**config.mk**
```make
export PLATFORM = sky130hd
export DESIGN_NAME = sc_uart_status
export DESIGN_NICKNAME = d
export VERILOG_FILES = /design/src/rtl/sc_uart_status.sv
export SDC_FILE = /design/constraint.sdc
export NUM_CORES = 1
export LEC_CHECK = 0
export ABC_CLOCK_PERIOD_IN_PS = 6800
export BUFFER_PORTS_ARGS = -buffer_cell sky130_fd_sc_hd__buf_2
export CAP_MARGIN = 25
export CORE_MARGIN = 4
export CORE_UTILIZATION = 45
export CTS_CLUSTER_DIAMETER = 50
export DETAILED_ROUTE_END_ITERATION = 6
export PLACE_DENSITY_LB_ADDON = 0.1
export SYNTH_ARGS = -nofsm -noshare
export SYNTH_HDL_FRONTEND = slang
export SYNTH_SLANG_ARGS = --single-unit
```
**constraint.sdc**
```tcl
create_clock -name clk -period 6.8 [get_ports clk]
set_input_delay 0.68 -clock clk [delete_from_list [all_inputs] [get_ports clk]]
set_output_delay 0.68 -clock clk [all_outputs]
set_load 0.02 [all_outputs]
```
**src/rtl/sc_uart_status.sv**
```systemverilog
module sc_uart_status #(
  parameter int RX_DEPTH = 16,
  parameter int TX_DEPTH = 16,
  parameter int DATA_W   = 8
) (
  input  logic              clk,
  input  logic              rst_n,
  input  logic              rx_done,
  input  logic [DATA_W-1:0] rx_data,
  input  logic              rx_par_err,
  input  logic              rx_stop_err,
  input  logic              rx_silent,
  input  logic              tx_load,
  input  logic              tx_shift_done,
  input  logic              host_tx_wr,
  input  logic              host_rx_rd,
  input  logic              host_sts_rd,
  input  logic              tbe_irq_en,
  output logic [7:0]        status,
  output logic [DATA_W-1:0] rx_rdata,
  output logic              tbe_irq
);
  localparam int RAW = $clog2(RX_DEPTH);
  localparam int CW  = RAW + 1;
  localparam int TCW = $clog2(TX_DEPTH + 1);
  localparam int EW  = DATA_W + 3;

  logic [EW-1:0]  mem [RX_DEPTH];
  logic [RAW-1:0] wp, rp;
  logic [CW-1:0]  rcnt, ecnt;
  logic [TCW-1:0] tcnt;
  logic oer, pber, nser, sbd, tbre, shb;

  wire rx_full  = rcnt == CW'(RX_DEPTH);
  wire pop      = host_rx_rd && rcnt != '0;
  wire ovw      = rx_done && rx_full && !pop;
  wire push     = rx_done && !ovw;
  wire new_err  = rx_done && (rx_par_err || rx_stop_err || rx_silent);
  wire [RAW-1:0] last = wp - 1'b1;
  wire head_err = |mem[rp][EW-1:DATA_W];
  wire last_err = |mem[last][EW-1:DATA_W];
  wire [EW-1:0] entry = {rx_silent, rx_stop_err, rx_par_err, rx_data};

  wire tx_ldv = tx_load && tcnt != '0;
  wire tx_acc = host_tx_wr && (tcnt != TCW'(TX_DEPTH) || tx_ldv);

  always_ff @(posedge clk) begin
    if (push) mem[wp] <= entry;
    else if (ovw) mem[last] <= entry;
  end

  always_ff @(posedge clk) begin
    if (!rst_n) begin
      wp   <= '0;
      rp   <= '0;
      rcnt <= '0;
      ecnt <= '0;
    end else begin
      if (push) wp <= wp + 1'b1;
      if (pop)  rp <= rp + 1'b1;
      rcnt <= rcnt + CW'(push) - CW'(pop);
      ecnt <= ecnt + CW'(new_err) - CW'(pop && head_err) - CW'(ovw && last_err);
    end
  end

  always_ff @(posedge clk) begin
    if (!rst_n) begin
      oer  <= 1'b0;
      pber <= 1'b0;
      nser <= 1'b0;
      sbd  <= 1'b0;
    end else begin
      oer  <= (oer  && !host_sts_rd) || ovw;
      pber <= (pber && !host_sts_rd) || (rx_done && rx_par_err);
      nser <= (nser && !host_sts_rd) || (rx_done && rx_stop_err);
      sbd  <= (sbd  && !host_sts_rd) || (rx_done && rx_silent);
    end
  end

  always_ff @(posedge clk) begin
    if (!rst_n) begin
      tcnt    <= '0;
      shb     <= 1'b0;
      tbre    <= 1'b1;
      tbe_irq <= 1'b0;
    end else begin
      tcnt    <= tcnt + TCW'(tx_acc) - TCW'(tx_ldv);
      shb     <= tx_ldv || (shb && !tx_shift_done);
      tbre    <= tx_ldv || (tbre && !host_tx_wr);
      tbe_irq <= tx_ldv && tbe_irq_en;
    end
  end

  assign status   = {ecnt != '0, tcnt == '0 && !shb, tbre, sbd, nser, pber, oer, rcnt != '0};
  assign rx_rdata = mem[rp][DATA_W-1:0];


  err_le_cnt_chk: assert property (@(posedge clk) disable iff (!rst_n) ecnt <= rcnt);

  rx_bound_chk: assert property (@(posedge clk) disable iff (!rst_n) rcnt <= CW'(RX_DEPTH));

  rdr_set_chk: assert property (@(posedge clk) disable iff (!rst_n) rx_done |=> status[0]);

  ovr_chk: assert property (@(posedge clk) disable iff (!rst_n)
    rx_done && rx_full && !host_rx_rd |=> status[1] && rcnt == CW'(RX_DEPTH));

  sticky_clr_chk: assert property (@(posedge clk) disable iff (!rst_n)
    host_sts_rd && !rx_done |=> status[4:1] == 4'b0);

  tbre_clr_chk: assert property (@(posedge clk) disable iff (!rst_n)
    host_tx_wr && !tx_load |=> !status[5]);

  tsre_clr_chk: assert property (@(posedge clk) disable iff (!rst_n)
    host_tx_wr && !tx_load |=> !status[6]);

  irq_tbre_chk: assert property (@(posedge clk) disable iff (!rst_n) tbe_irq |-> status[5]);
endmodule

```
Word level (Yosys, flattened, before mapping)
Memories as Yosys holds them, arrays and structs flattened. A register that Yosys moved wholly into a read port is not among the register bits.
Cells that the tools add are included.
- memories kept: 1
- register bits after elaboration: 30
- memory bits (writable): 176
- bits of input ports: 20
- logic and storage cells: 77
- output and inout port bits: 17
- memory list (memory ; depth ; width ; rd ports ; clocked after Yosys merged registers in ; write ports ; line ; RTL):
    mem ; 16 ; 11 ; 2 ; 1 ; 1 ; 28 ; logic [EW-1:0] mem [RX_DEPTH];
- reductions and logical operators: 42
- add/subtract/negate cells: 10
- muxes and demuxes: 10
- equal/unequal tests: 2
- operators by type and width (operator ; count):
    $logic_and 1x1->1 ; 20
    $sub 5x1->5 ; 4
    $add 5x1->5 ; 3
    $reduce_bool 5->1 ; 3
    $mux 4 ; 3
    $mux 11 ; 1
    $reduce_or 11->1 ; 1
    $logic_or 1x1->1 ; 9
    $add 4x1->4 const B ; 2
    $logic_not 1->1 ; 6
    $mux 1 ; 6
    $reduce_or 3->1 ; 2
    $eq 5x5->1 const B ; 1
    $logic_not 5->1 ; 1
    $ne 5x5->1 const B ; 1
    $sub 4x1->4 const B ; 1

Longest topological paths before layout
Gate-level depths: netlist (run 1).
- depth after elaboration: 10
- depth in mapped cells: 18
- gate-level depth less buffers: 15

Least setup slack after synthesis (run 1)
No wires, ideal clock.
- kind: reg2reg
- start: reg wp[0]
- end: reg ecnt[3]
- period minus slack after synthesis: 3.658 ns
- buffers on the path: 3
- arrival time: 3.543 ns
- stages on the path, launching flop included: 18
- library setup time: 0.115 ns
- data required time: 6.685 ns
- slack: 3.142 ns
- cell sequence: dfxtp_1 buf_2 clkinv_1 ha_1 buf_2 buf_1 a211oi_1 a2111oi_0 a31oi_1 o2bb2ai_1 fa_1 ha_1 inv_1 ha_1 inv_1 fa_1 xor2_1 and2_1
- word-level cells in the longest chain between the ends: 5
- ends and longest elaborated chain (item ; line ; RTL):
    from (decl) ; 29 ; logic [RAW-1:0] wp, rp;
    from (signal assigned) ; 59 ; if (push) wp <= wp + 1'b1;
    $sub 4x1->4 ; 39 ; wire [RAW-1:0] last = wp - 1'b1;
    named net last[0] ; 39 ;
    $mem_v2 16x11 ; - ;
    $reduce_or 3->1 ; 41 ; wire last_err = |mem[last][EW-1:DATA_W];
    $logic_and 1x1->1 ; 62 ; ecnt <= ecnt + CW'(new_err) - CW'(pop && head_err) - CW'(ovw && last_err);
    $sub 5x1->5 ; 62 ;
    to (signal assigned) ; 62 ;
    to (decl) ; 30 ; logic [CW-1:0] rcnt, ecnt;
The timed path passes the listed nets, and every way through them passes these cells.
A chain may end at the register's enable or synchronous reset.

Final worst setup path (run 1)
Ends and elaborated chain as after synthesis.

==> reports/results.txt, run 1 <==
CTS root buffer - clkbuf_16
commonest non-fill, non-tap cell in the layout - edfxtp_1
fmax - 215.6 MHz
# diodes - 0
pwr dens - 355.1 nW/um2
asr flop ratio synth - 0%
Final ANT Viol Nets - 0
Crit. End Element - register
Critical path buffers and inverters - 3
CP Data Required Time - 7.20 ns
crit-path leading delay family - adder cells
First-pass DRT Iterations - 4
Syn Area/Cell - 16.74 um2
I/O Buffers - 36
Slew Limit Headroom - 42.96%
Hold Path Stages - 2
via count - 4628
H-tree Lvls - 1
worst r2r src - wp[0]$_SDFFE_PN0P_
cells taking the most area after synthesis - edfxtp_1, mux4_1, dfxtp_1, mux4_2, ha_1
Site Rows - 50
arrival time at the worst endpoint - 5.04 ns
Post-synth EDFFs - 176
post-synthesis cell area - 8805 um2
Slew Viols, Final - 0
antenna violations before repair - 0
critical path startpoint category - register
Peak VDD IR - 0.1870 mV
Synth top area share - 60.03%
clk sinks - 210
hold endpoint - tbe_irq$_SDFF_PN0_
Post-CTS Hold Fix Bufs - 0
WL final - 17.73 mm
CP max FO - 20
Worst-path clk slew - 0.06 ns
initial core utilization - 46.45%
share of layout cells above drive strength 1 - 18.66%
minimum clock period - 4.639 ns
crit share post-route - 68.21%
CTS Buf Count - 25
Fin Clk Skew - 0.02215 ns
fin cells - 855
Main synth FF type - edfxtp_1
Initial DRC Count - 300
Crit Path Class - register to register
Crit path depth - 14
post-CTS setup buffer count - 0
Setup TNS - 0 ns
Hold Vio Cnt, Final - 0
Leak - 3.471 nW
Max-Cap Viols - 0
synthesis-to-layout area growth - 14.24%
global route overflow - 0
die area - 21870 um2
# setup viols final - 0
dpl cells - 812
WL per Instance - 20.74 um
hold path start - tbe_irq_en
first-pass GRT wire length - 27.97 mm
cell mode on critical path - ha_1
top cell type by total area after synthesis - edfxtp_1
r2r setup slk - 2.16 ns
post_cts resized - 0
Power, Total - 3.571 mW
drt via density - 5.413
worst r2r dst - ecnt[3]$_SDFF_PN0_
RePlAce Congestion - 0.8878
CTS tree - yes
Synth Register Bits - 210
die span in y - 147.9 um
Placeable Area - 18960 um2
Worst-Margin Slew - 0.8517 ns
post-DP HPWL - 10.89 mm
max incr delay on CP - 0.81 ns
largest net degree at the start of global routing - 43
DIE WIDTH - 147.9 um
Post-Syn Nets - 571
Cells after Synth - 526
most frequent cells in the layout - edfxtp_1, buf_2, dfxtp_1
Worst Reg-to-Reg Cells - 14
worst path cell trace - clkinv_1 > ha_1 > mux4_2 > nor2_1 > a311oi_1 > o2bb2ai_1 > fa_1 > inv_1 > ha_1 > ha_1 > inv_1 > fa_1 > xor2_1 > and2_1
io pins - 37
YS warnings - 0
final hold slack - 0.4150 ns
Nets - 624
Skew-Pair Late Insertion Delay - 0.51 ns
Seq/Total Area, Yosys - 67.76%
slowest CP cell - ha_1
DRC violations left - 0
post-synthesis cell type count - 52
clk buf depth - 3
RSZ-0062 raised after global routing - no
type of the tightest min-delay check - primary input to register
All-Layer GR Usage - 16.59%
Final Util - 53.06%
vias in the first global route - 4838
run status - completed
cells in the mapped netlist (2+ instances only):
cell type and instances:
a211oi_1 6, a21boi_0 2, a21o_1 3, a21oi_1 16, a22oi_1 3, a31oi_1 2, and2_1 18, and3_1 6
buf_1 4, buf_2 7, buf_4 5, buf_6 3, clkbuf_1 8, dfxtp_1 34, edfxtp_1 176, fa_1 4
ha_1 21, inv_1 26, mux2_2 2, mux2i_1 5, mux4_1 27, mux4_2 15, nand2_1 9, nand2b_1 4
nand3_1 4, nand4_1 3, nor2_1 30, nor2b_1 11, nor3_1 21, nor4_1 4, o21ai_0 10, or3_1 3
xnor2_1 10, xor2_1 6
flip-flops by register name, summed over array words and instances (netlist names), named ones only:
name     cells
mem        176
ecnt         5
rcnt         5
tcnt         5
rp           4
wp           4
nser         1
oer          1
pber         1
sbd          1
shb          1
tbe_irq      1
tbre         1
kinds of logic after synthesis:
family                     share of synthesized area (%)
AOI/OAI and AO/OA                                  4.093
xor gates and xnor gates                           1.592
adders and majority gates                          3.894
buffers and inverters                              3.041
DFF                                                67.76
muxes                                              12.72
and+or+nand+nor                                    6.906
routing by layer:
layer  up-vias  GRT usage (%)  wire length [um]
li1       2153              -                 -
met1      2342          23.57              8047
met2       104          26.84              8446
met3        29          3.127               887
met4         0          4.018               350
met5         -              0                 0
worst max-delay path by stage:
| stage | end | from |
|---|---|---|
| after floorplan | ecnt[3]$_SDFF_PN0_ | wp[0]$_SDFFE_PN0P_ |
| after global placement | ecnt[3]$_SDFF_PN0_ | wp[0]$_SDFFE_PN0P_ |
| after detailed placement | ecnt[3]$_SDFF_PN0_ | wp[0]$_SDFFE_PN0P_ |
| after CTS | ecnt[3]$_SDFF_PN0_ | wp[0]$_SDFFE_PN0P_ |
| after global routing | ecnt[3]$_SDFF_PN0_ | wp[0]$_SDFFE_PN0P_ |
| final | ecnt[3]$_SDFF_PN0_ | wp[0]$_SDFFE_PN0P_ |
report_power, final:
part / internal (mW) / leakage (nW) / switching, mW / total [mW]
sequential: 1.48 / 1.87 / 0.0465 / 1.52
clock: 0.752 / 0.382 / 0.491 / 1.24
combinational: 0.374 / 1.22 / 0.430 / 0.804
stage by stage:
step	area (um2)	setup slack [ns]
2_1_floorplan	8805	3.142
3_3_place_gp	9283	2.355
3_5_place_dp	9283	2.137
4_1_cts	10060	2.134
5_1_grt	10060	1.889
6_report	10060	2.161
cell type report:
cell class                 count  area (um2)
multi-input combinational    261        2574
clock inverter                14       135.1
fill                        1538        8897
inverter                      27       101.3
tap                          260       325.3
timing repair buffer          54       315.3
clock buffer                  29       640.6
sequential                   210        5967
worst register-to-register path: stages (launching register included):
cell and delay [ns]:
dfxtp_1 0.74, clkinv_1 0.41, ha_1 0.82, mux4_2 0.60, nor2_1 0.10, a311oi_1 0.05
o2bb2ai_1 0.25, fa_1 0.45, inv_1 0.07, ha_1 0.14, ha_1 0.16, inv_1 0.06
fa_1 0.38, xor2_1 0.17, and2_1 0.15
Power figures use the tool's default switching activity.
==> inputs of run 2 (changes only) <==
ABC_AREA = 1   (was default)
ABC_CLOCK_PERIOD_IN_PS = 3900   (was 6800)
clock period = 3.9 ns   (was 6.8 ns; I/O delays follow)
==> reports/results.txt, run 2 <==
run status - completed
Crit Path Class - register to register
synthesis-to-layout area growth - 15.16%
post_cts resized - 0 (unchanged)
pwr dens - 633.6 nW/um2 (+78%)
CP Data Required Time - 4.27 ns (-2.93 ns)
io pins - 37 (unchanged)
fmax - 297.6 MHz (+38%)
post-DP HPWL - 13.12 mm (+20%)
Leak - 3.764 nW (+8.5%)
cells taking the most area after synthesis - edfxtp_1, dfxtp_1, nor2_1, o21ai_0, nand2_1
Site Rows - 51 (+2.0%)
clk buf depth - 3 (unchanged)
fill count - 1703 (+11%)
# setup viols final - 0 (unchanged)
P_int - 4.492 mW (+73%)
Post-Syn Nets - 834 (+46%)
DRC violations left - 0 (unchanged)
Biggest register - mem
Clock power frac - 35.8% (+1.0 points)
Seq/Total Area, Yosys - 66.98% (-0.78 points)
Nets - 883 (+42%)
I/O Buffers - 36 (unchanged)
clk sinks - 210 (unchanged)
post-CTS setup buffer count - 0 (unchanged)
Multi-input gate area - 2515 um2 (-2.3%)
die span in y - 148.7 um (+0.55%)
Logic pwr share - 23.3% (+0.8 points)
max layer used - met4
Synth top area share - 59.33% (-0.69 points)
post-synthesis cell area - 8907 um2 (+1.2%)
Main synth FF type - edfxtp_1
Initial DRC Count - 498 (+66%)
via count - 5969 (+29%)
asr flop ratio synth - 0% (unchanged)
WL per Instance - 18.40 um (-11%)
Post-CTS Hold Fix Bufs - 0 (unchanged)
initial core utilization - 45.77% (-0.68 points)
wl on met1 - 8.758 mm (+8.8%)
Skew-Pair Late Insertion Delay - 0.52 ns (about the same)
arrival time at the worst endpoint - 3.73 ns (-1.31 ns)
Power, Total - 6.499 mW (+82%)
die area - 22110 um2 (+1.1%)
register share of total power - 40.9% (-1.7 points)
commonest cells in the netlist - edfxtp_1, nor2_1, o21ai_0
CTS Buf Count - 26 (+4.0%)
Post-synth EDFFs - 176 (unchanged)
global route overflow - 0 (unchanged)
RSZ-0062 raised after global routing - no
Sw Share - 30.89% (+3.8 points)
Max-Cap Viols - 0 (unchanged)
CTS root buffer - clkbuf_16
P_sw - 2.007 mW (+110%)
Crit. End Element - register
crit share post-route - 86.15% (+18 points)
most frequent cells in the layout - edfxtp_1, nor2_1, o21ai_0
CP max FO - 17 (-15%)
Setup TNS - 0 ns (unchanged)
Final ANT Viol Nets - 0 (unchanged)
Slew Viols, Final - 0 (unchanged)
Hold Vio Cnt, Final - 0 (unchanged)
Syn Area/Cell - 11.29 um2 (-33%)
All-Layer GR Usage - 18.88% (+2.3 points)
largest net degree at the start of global routing - 65 (+51%)
Fin Clk Skew - 0.02520 ns (+0.003045 ns)
top cell type by total area after synthesis - edfxtp_1
met2 WL - 10.45 mm (+24%)
share of layout cells above drive strength 1 - 13.17% (-5.5 points)
commonest non-fill, non-tap cell in the layout - edfxtp_1
YS warnings - 0 (unchanged)
antenna violations before repair - 0 (unchanged)
type of the tightest min-delay check - primary input to register
first-pass GRT wire length - 32.76 mm (+17%)
Worst-path clk slew - 0.05 ns (about the same)
CTS tree - yes
max reg flops - 176 (unchanged)
DIE WIDTH - 148.7 um (+0.55%)
H-tree Lvls - 1 (unchanged)
Final Util - 52.70% (-0.36 points)
Synth Register Bits - 210 (unchanged)
Peak VDD IR - 0.3845 mV (+110%)
drt via density - 5.310 (-1.9%)
Cells after Synth - 789 (+50%)
Slew Limit Headroom - 53.64% (+11 points)
WL final - 20.68 mm (+17%)
met3 wire length - 1.065 mm (+20%)
First-pass DRT Iterations - 5 (+1)
minimum clock period - 3.360 ns (-1.279 ns)
register area - 5967 um2 (unchanged)
most common cell in the synthesized netlist - edfxtp_1
Worst-Margin Slew - 0.6954 ns (-0.1564 ns)
critical path startpoint category - register
Placeable Area - 19460 um2 (+2.7%)
post-synthesis cell type count - 29 (-44%)
RePlAce Congestion - 0.8583 (-3.3%)
vias in the first global route - 5951 (+23%)
==> run 2: metal layers <==
metal,GRT usage (%),up-vias
met4,4.342,0
met3,3.138,36
met5,0,-
met2,33.01,164
met1,24.82,2906
li1,-,2863
==> run 2: final cells by class <==
| cell class | count | area share, % |
|---|---|---|
| Multi-Input combinational cell | 477 | 24.52 |
| Inverter | 64 | 2.342 |
| Sequential cell | 210 | 58.17 |
| Tap cell | 265 | 3.233 |
| Clock inverter | 16 | 1.610 |
| Clock buffer | 32 | 6.660 |
| Timing Repair Buffer | 59 | 3.440 |
| Antenna cell | 1 | 0.02440 |
==> run 2: stage by stage <==
| step | hold WS (ns) | area [um2] | instances | worst slack [ns] |
|---|---|---|---|---|
| after floorplan | 0.4382 | 8907 | 789 | 0.6394 |
| after global placement | 0.4514 | 9407 | 1075 | 0.6752 |
| after detailed placement | 0.4537 | 9407 | 1075 | 0.5732 |
| after CTS | 0.09228 | 10250 | 1123 | 0.5619 |
| after global routing | 0.09762 | 10250 | 1123 | 0.2535 |
| final | 0.1129 | 10260 | 1124 | 0.5403 |
==> run 2: kinds of logic (layout without fill, tap and decap cells) <==
group	Yosys count	in the layout	share of synthesized area, %
and+or+nand+nor	285	285	13.15
DFF	210	210	66.98
AOI/OAI and AO/OA	156	156	10.07
buffers and inverters	102	171	4.790
adders and majority gates	25	25	3.849
xor gates and xnor gates	11	11	1.166
other	0	1	0
==> run 2: path summary, 6_finish.rpt <==
kind / cells past startpoint / slack (ns) / to / startpoint
worst min-delay path: 3 / 0.11 / tbe_irq$_SDFF_PN0_ / tbe_irq_en
worst min register to register: 2 / 0.46 / pber$_SDFF_PN0_ / pber$_SDFF_PN0_
worst max register to register: 18 / 0.54 / ecnt[3]$_SDFF_PN0_ / wp[0]$_SDFFE_PN0P_
worst max-delay path: 18 / 0.54 / ecnt[3]$_SDFF_PN0_ / wp[0]$_SDFFE_PN0P_
==> run 2: power by group through the flow <==
| stage | combinational [mW] | clock (mW) | sequential, mW |
|---|---|---|---|
| after global routing | 1.73 | 2.48 | 2.68 |
| after detailed placement | 1.53 | 0 | 2.71 |
| after global placement | 1.48 | 0 | 2.70 |
| final | 1.51 | 2.33 | 2.66 |
| after floorplan | 1.12 | 0 | 2.68 |
| after CTS | 1.53 | 2.38 | 2.66 |
==> run 2: worst max-delay path, cell delays in order, from the launching register on <==
cell and delay, ns:
dfxtp_1 0.31, inv_2 0.22, ha_1 0.39, inv_1 0.25, nor2_1 0.07, o21ai_0 0.07
nand2_1 0.06, nor2_1 0.09, nand2_1 0.06, nand3_1 0.08, nand2_1 0.07, fa_1 0.38
ha_1 0.28, inv_1 0.06, ha_1 0.16, inv_1 0.06, fa_1 0.38, xnor2_1 0.17
nor2_1 0.06
==> inputs of run 3 (changes only) <==
ABC_AREA = default   (was 1)
==> reports/results.txt, run 3 (synthesis results as in run 1) <==
max reg flops - 176 (unchanged)
WL final - 18.16 mm (-12%)
r2r setup slk - 0.38 ns (-0.16 ns)
# setup viols final - 0 (unchanged)
arrival time at the worst endpoint - 3.93 ns (+0.20 ns)
Setup TNS - 0 ns (unchanged)
fmax - 284.1 MHz (-4.6%)
Worst-Margin Slew - 0.7982 ns (+0.1029 ns)
Post-CTS Hold Fix Bufs - 0 (unchanged)
type of the tightest min-delay check - primary input to register
Fin Clk Skew - 0.009752 ns (-0.01545 ns)
run status - completed
global route overflow - 0 (unchanged)
Crit. End Element - register
crit-path leading delay family - adder cells
DIE WIDTH - 147.9 um (-0.54%)
Initial DRC Count - 306 (-39%)
setup ws final - 0.3795 ns (-0.1608 ns)
drt via density - 5.380 (+1.3%)
Crit Path Class - register to register
die area - 21870 um2 (-1.1%)
RSZ-0062 raised after global routing - no
Final ANT Viol Nets - 0 (unchanged)
CP max FO - 14 (-3)
commonest non-fill, non-tap cell in the layout - edfxtp_1
critical path startpoint category - register
most frequent cells in the layout - edfxtp_1, buf_2, dfxtp_1
post-route cell area - 10210 um2 (-0.50%)
RePlAce Congestion - 0.7965 (-7.2%)
# diodes - 0 (-1)
via count - 4675 (-22%)
Worst Reg-to-Reg Cells - 14 (-4)
Crit path depth - 14 (-4)
Biggest register - mem
largest net degree at the start of global routing - 33 (-49%)
Hold Path Stages - 2 (-1)
slowest CP cell - mux4_2
CTS tree - yes
antenna violations before repair - 0 (unchanged)
All-Layer GR Usage - 16.84% (-2.0 points)
io pins - 37 (unchanged)
Max-Cap Viols - 0 (unchanged)
crit share post-route - 90.27% (+4.1 points)
first-pass GRT wire length - 28.24 mm (-14%)
Site Rows - 50 (-2.0%)
CP Data Required Time - 4.31 ns (+0.04 ns)
Slew Limit Headroom - 46.59% (-7.1 points)
die span in y - 147.9 um (-0.54%)
Nets - 637 (-28%)
worst r2r src - wp[1]$_SDFFE_PN0P_
share of layout cells above drive strength 1 - 21.18% (+8.0 points)
Critical path buffers and inverters - 3 (-1)
post-DP HPWL - 11.65 mm (-11%)
Worst-path clk slew - 0.06 ns (about the same)
minimum clock period - 3.521 ns (+0.1608 ns)
Critical Path Source - wp[1]$_SDFFE_PN0P_
H-tree Lvls - 1 (unchanged)
Placeable Area - 18960 um2 (-2.6%)
Slew Viols, Final - 0 (unchanged)
hold path start - tbe_irq_en
Power, Total - 6.300 mW (-3.1%)
clk sinks - 210 (unchanged)
Leak - 3.557 nW (-5.5%)
CTS Buf Count - 24 (-7.7%)
final hold slack - 0.1054 ns (-0.007555 ns)
synthesis-to-layout area growth - 15.92%
Hold Vio Cnt, Final - 0 (unchanged)
CTS root buffer - clkbuf_16
cell mode on critical path - inv_1
worst slack at placement - 0.1076 ns (-0.4656 ns)
clk buf depth - 3 (unchanged)
worst path cell trace - inv_1 > ha_4 > mux4_2 > nor2_1 > a311oi_1 > o2bb2ai_1 > fa_1 > inv_1 > ha_1 > ha_1 > inv_1 > fa_1 > xor2_1 > and2_1
Skew-Pair Late Insertion Delay - 0.51 ns (about the same)
Peak VDD IR - 0.3401 mV (-12%)
I/O Buffers - 36 (unchanged)
pwr dens - 617.3 nW/um2 (-2.6%)
area post-placement - 9385 um2 (-0.23%)
max incr delay on CP - 0.52 ns (+0.13 ns)
initial core utilization - 46.45% (+0.68 points)
First-pass DRT Iterations - 4 (-1)
WL per Instance - 20.90 um (+14%)
DRC violations left - 0 (unchanged)
vias in the first global route - 4831 (-19%)
==> run 3: cell types whose count changed in the layout (fill, tap and decap cells not counted), sizes merged, moves of 18 or more <==
| cell | delta |
|---|---|
| o211ai | -19 |
| and2 | +18 |
| nor3 | +21 |
| nor2 | -117 |
| nand3 | -45 |
| nand2 | -75 |
| inv | -36 |
| mux4 | +42 |
| o21ai | -80 |
==> run 3: what timing repair did <==
item                       CTS  global route
resized for setup            0             3
setup buffers                0             0
setup endpoints to repair    0             3
==> run 3: final timing paths <==
check,end
worst max register to register,ecnt[3]$_SDFF_PN0_
worst max-delay path,ecnt[3]$_SDFF_PN0_
worst min register to register,tbre$_SDFF_PN1_
worst min-delay path,tbe_irq$_SDFF_PN0_
==> run 3: cell type report <==
| type | count | area, um2 |
|---|---|---|
| well taps | 260 | 325.3 |
| inverters | 27 | 101.3 |
| clock buffers | 33 | 732.0 |
| repair buffers | 68 | 420.4 |
| flip-flops and latches | 210 | 5967 |
| fillers | 1546 | 8750 |
| multi-input cells | 261 | 2585 |
| clock inverters | 10 | 75.07 |
==> run 3: stage by stage <==
stage,util (%),instances
after detailed placement,49.51,826
final,53.84,869
after floorplan,-,526
after global routing,53.84,869
after global placement,49.51,826
after CTS,53.77,869
==> run 3: power breakdown <==
group / internal [mW] / switching [mW] / total, mW
Sequential: 2.57 / 0.111 / 2.69
Clock: 1.32 / 0.877 / 2.20
Combinational: 0.680 / 0.734 / 1.41
Total: 4.58 / 1.72 / 6.30
==> run 3: worst reg2reg max path, stage by stage, from the launching register on <==
cell and delay [ns]:
dfxtp_1 0.43, inv_1 0.15, ha_4 0.40, mux4_2 0.53, nor2_1 0.10, a311oi_1 0.05
o2bb2ai_1 0.20, fa_1 0.45, inv_1 0.07, ha_1 0.15, ha_1 0.17, inv_1 0.06
fa_1 0.37, xor2_1 0.16, and2_1 0.15
==> run 3: layer usage <==
metal  vias up  routed length (um)  global-route usage [%]
li1       2179                   -                       -
met1      2358                8161                   23.56
met2       109                8696                   28.08
met3        29                 975                   2.790
met4         0                 325                   3.741
met5         -                   0                       0
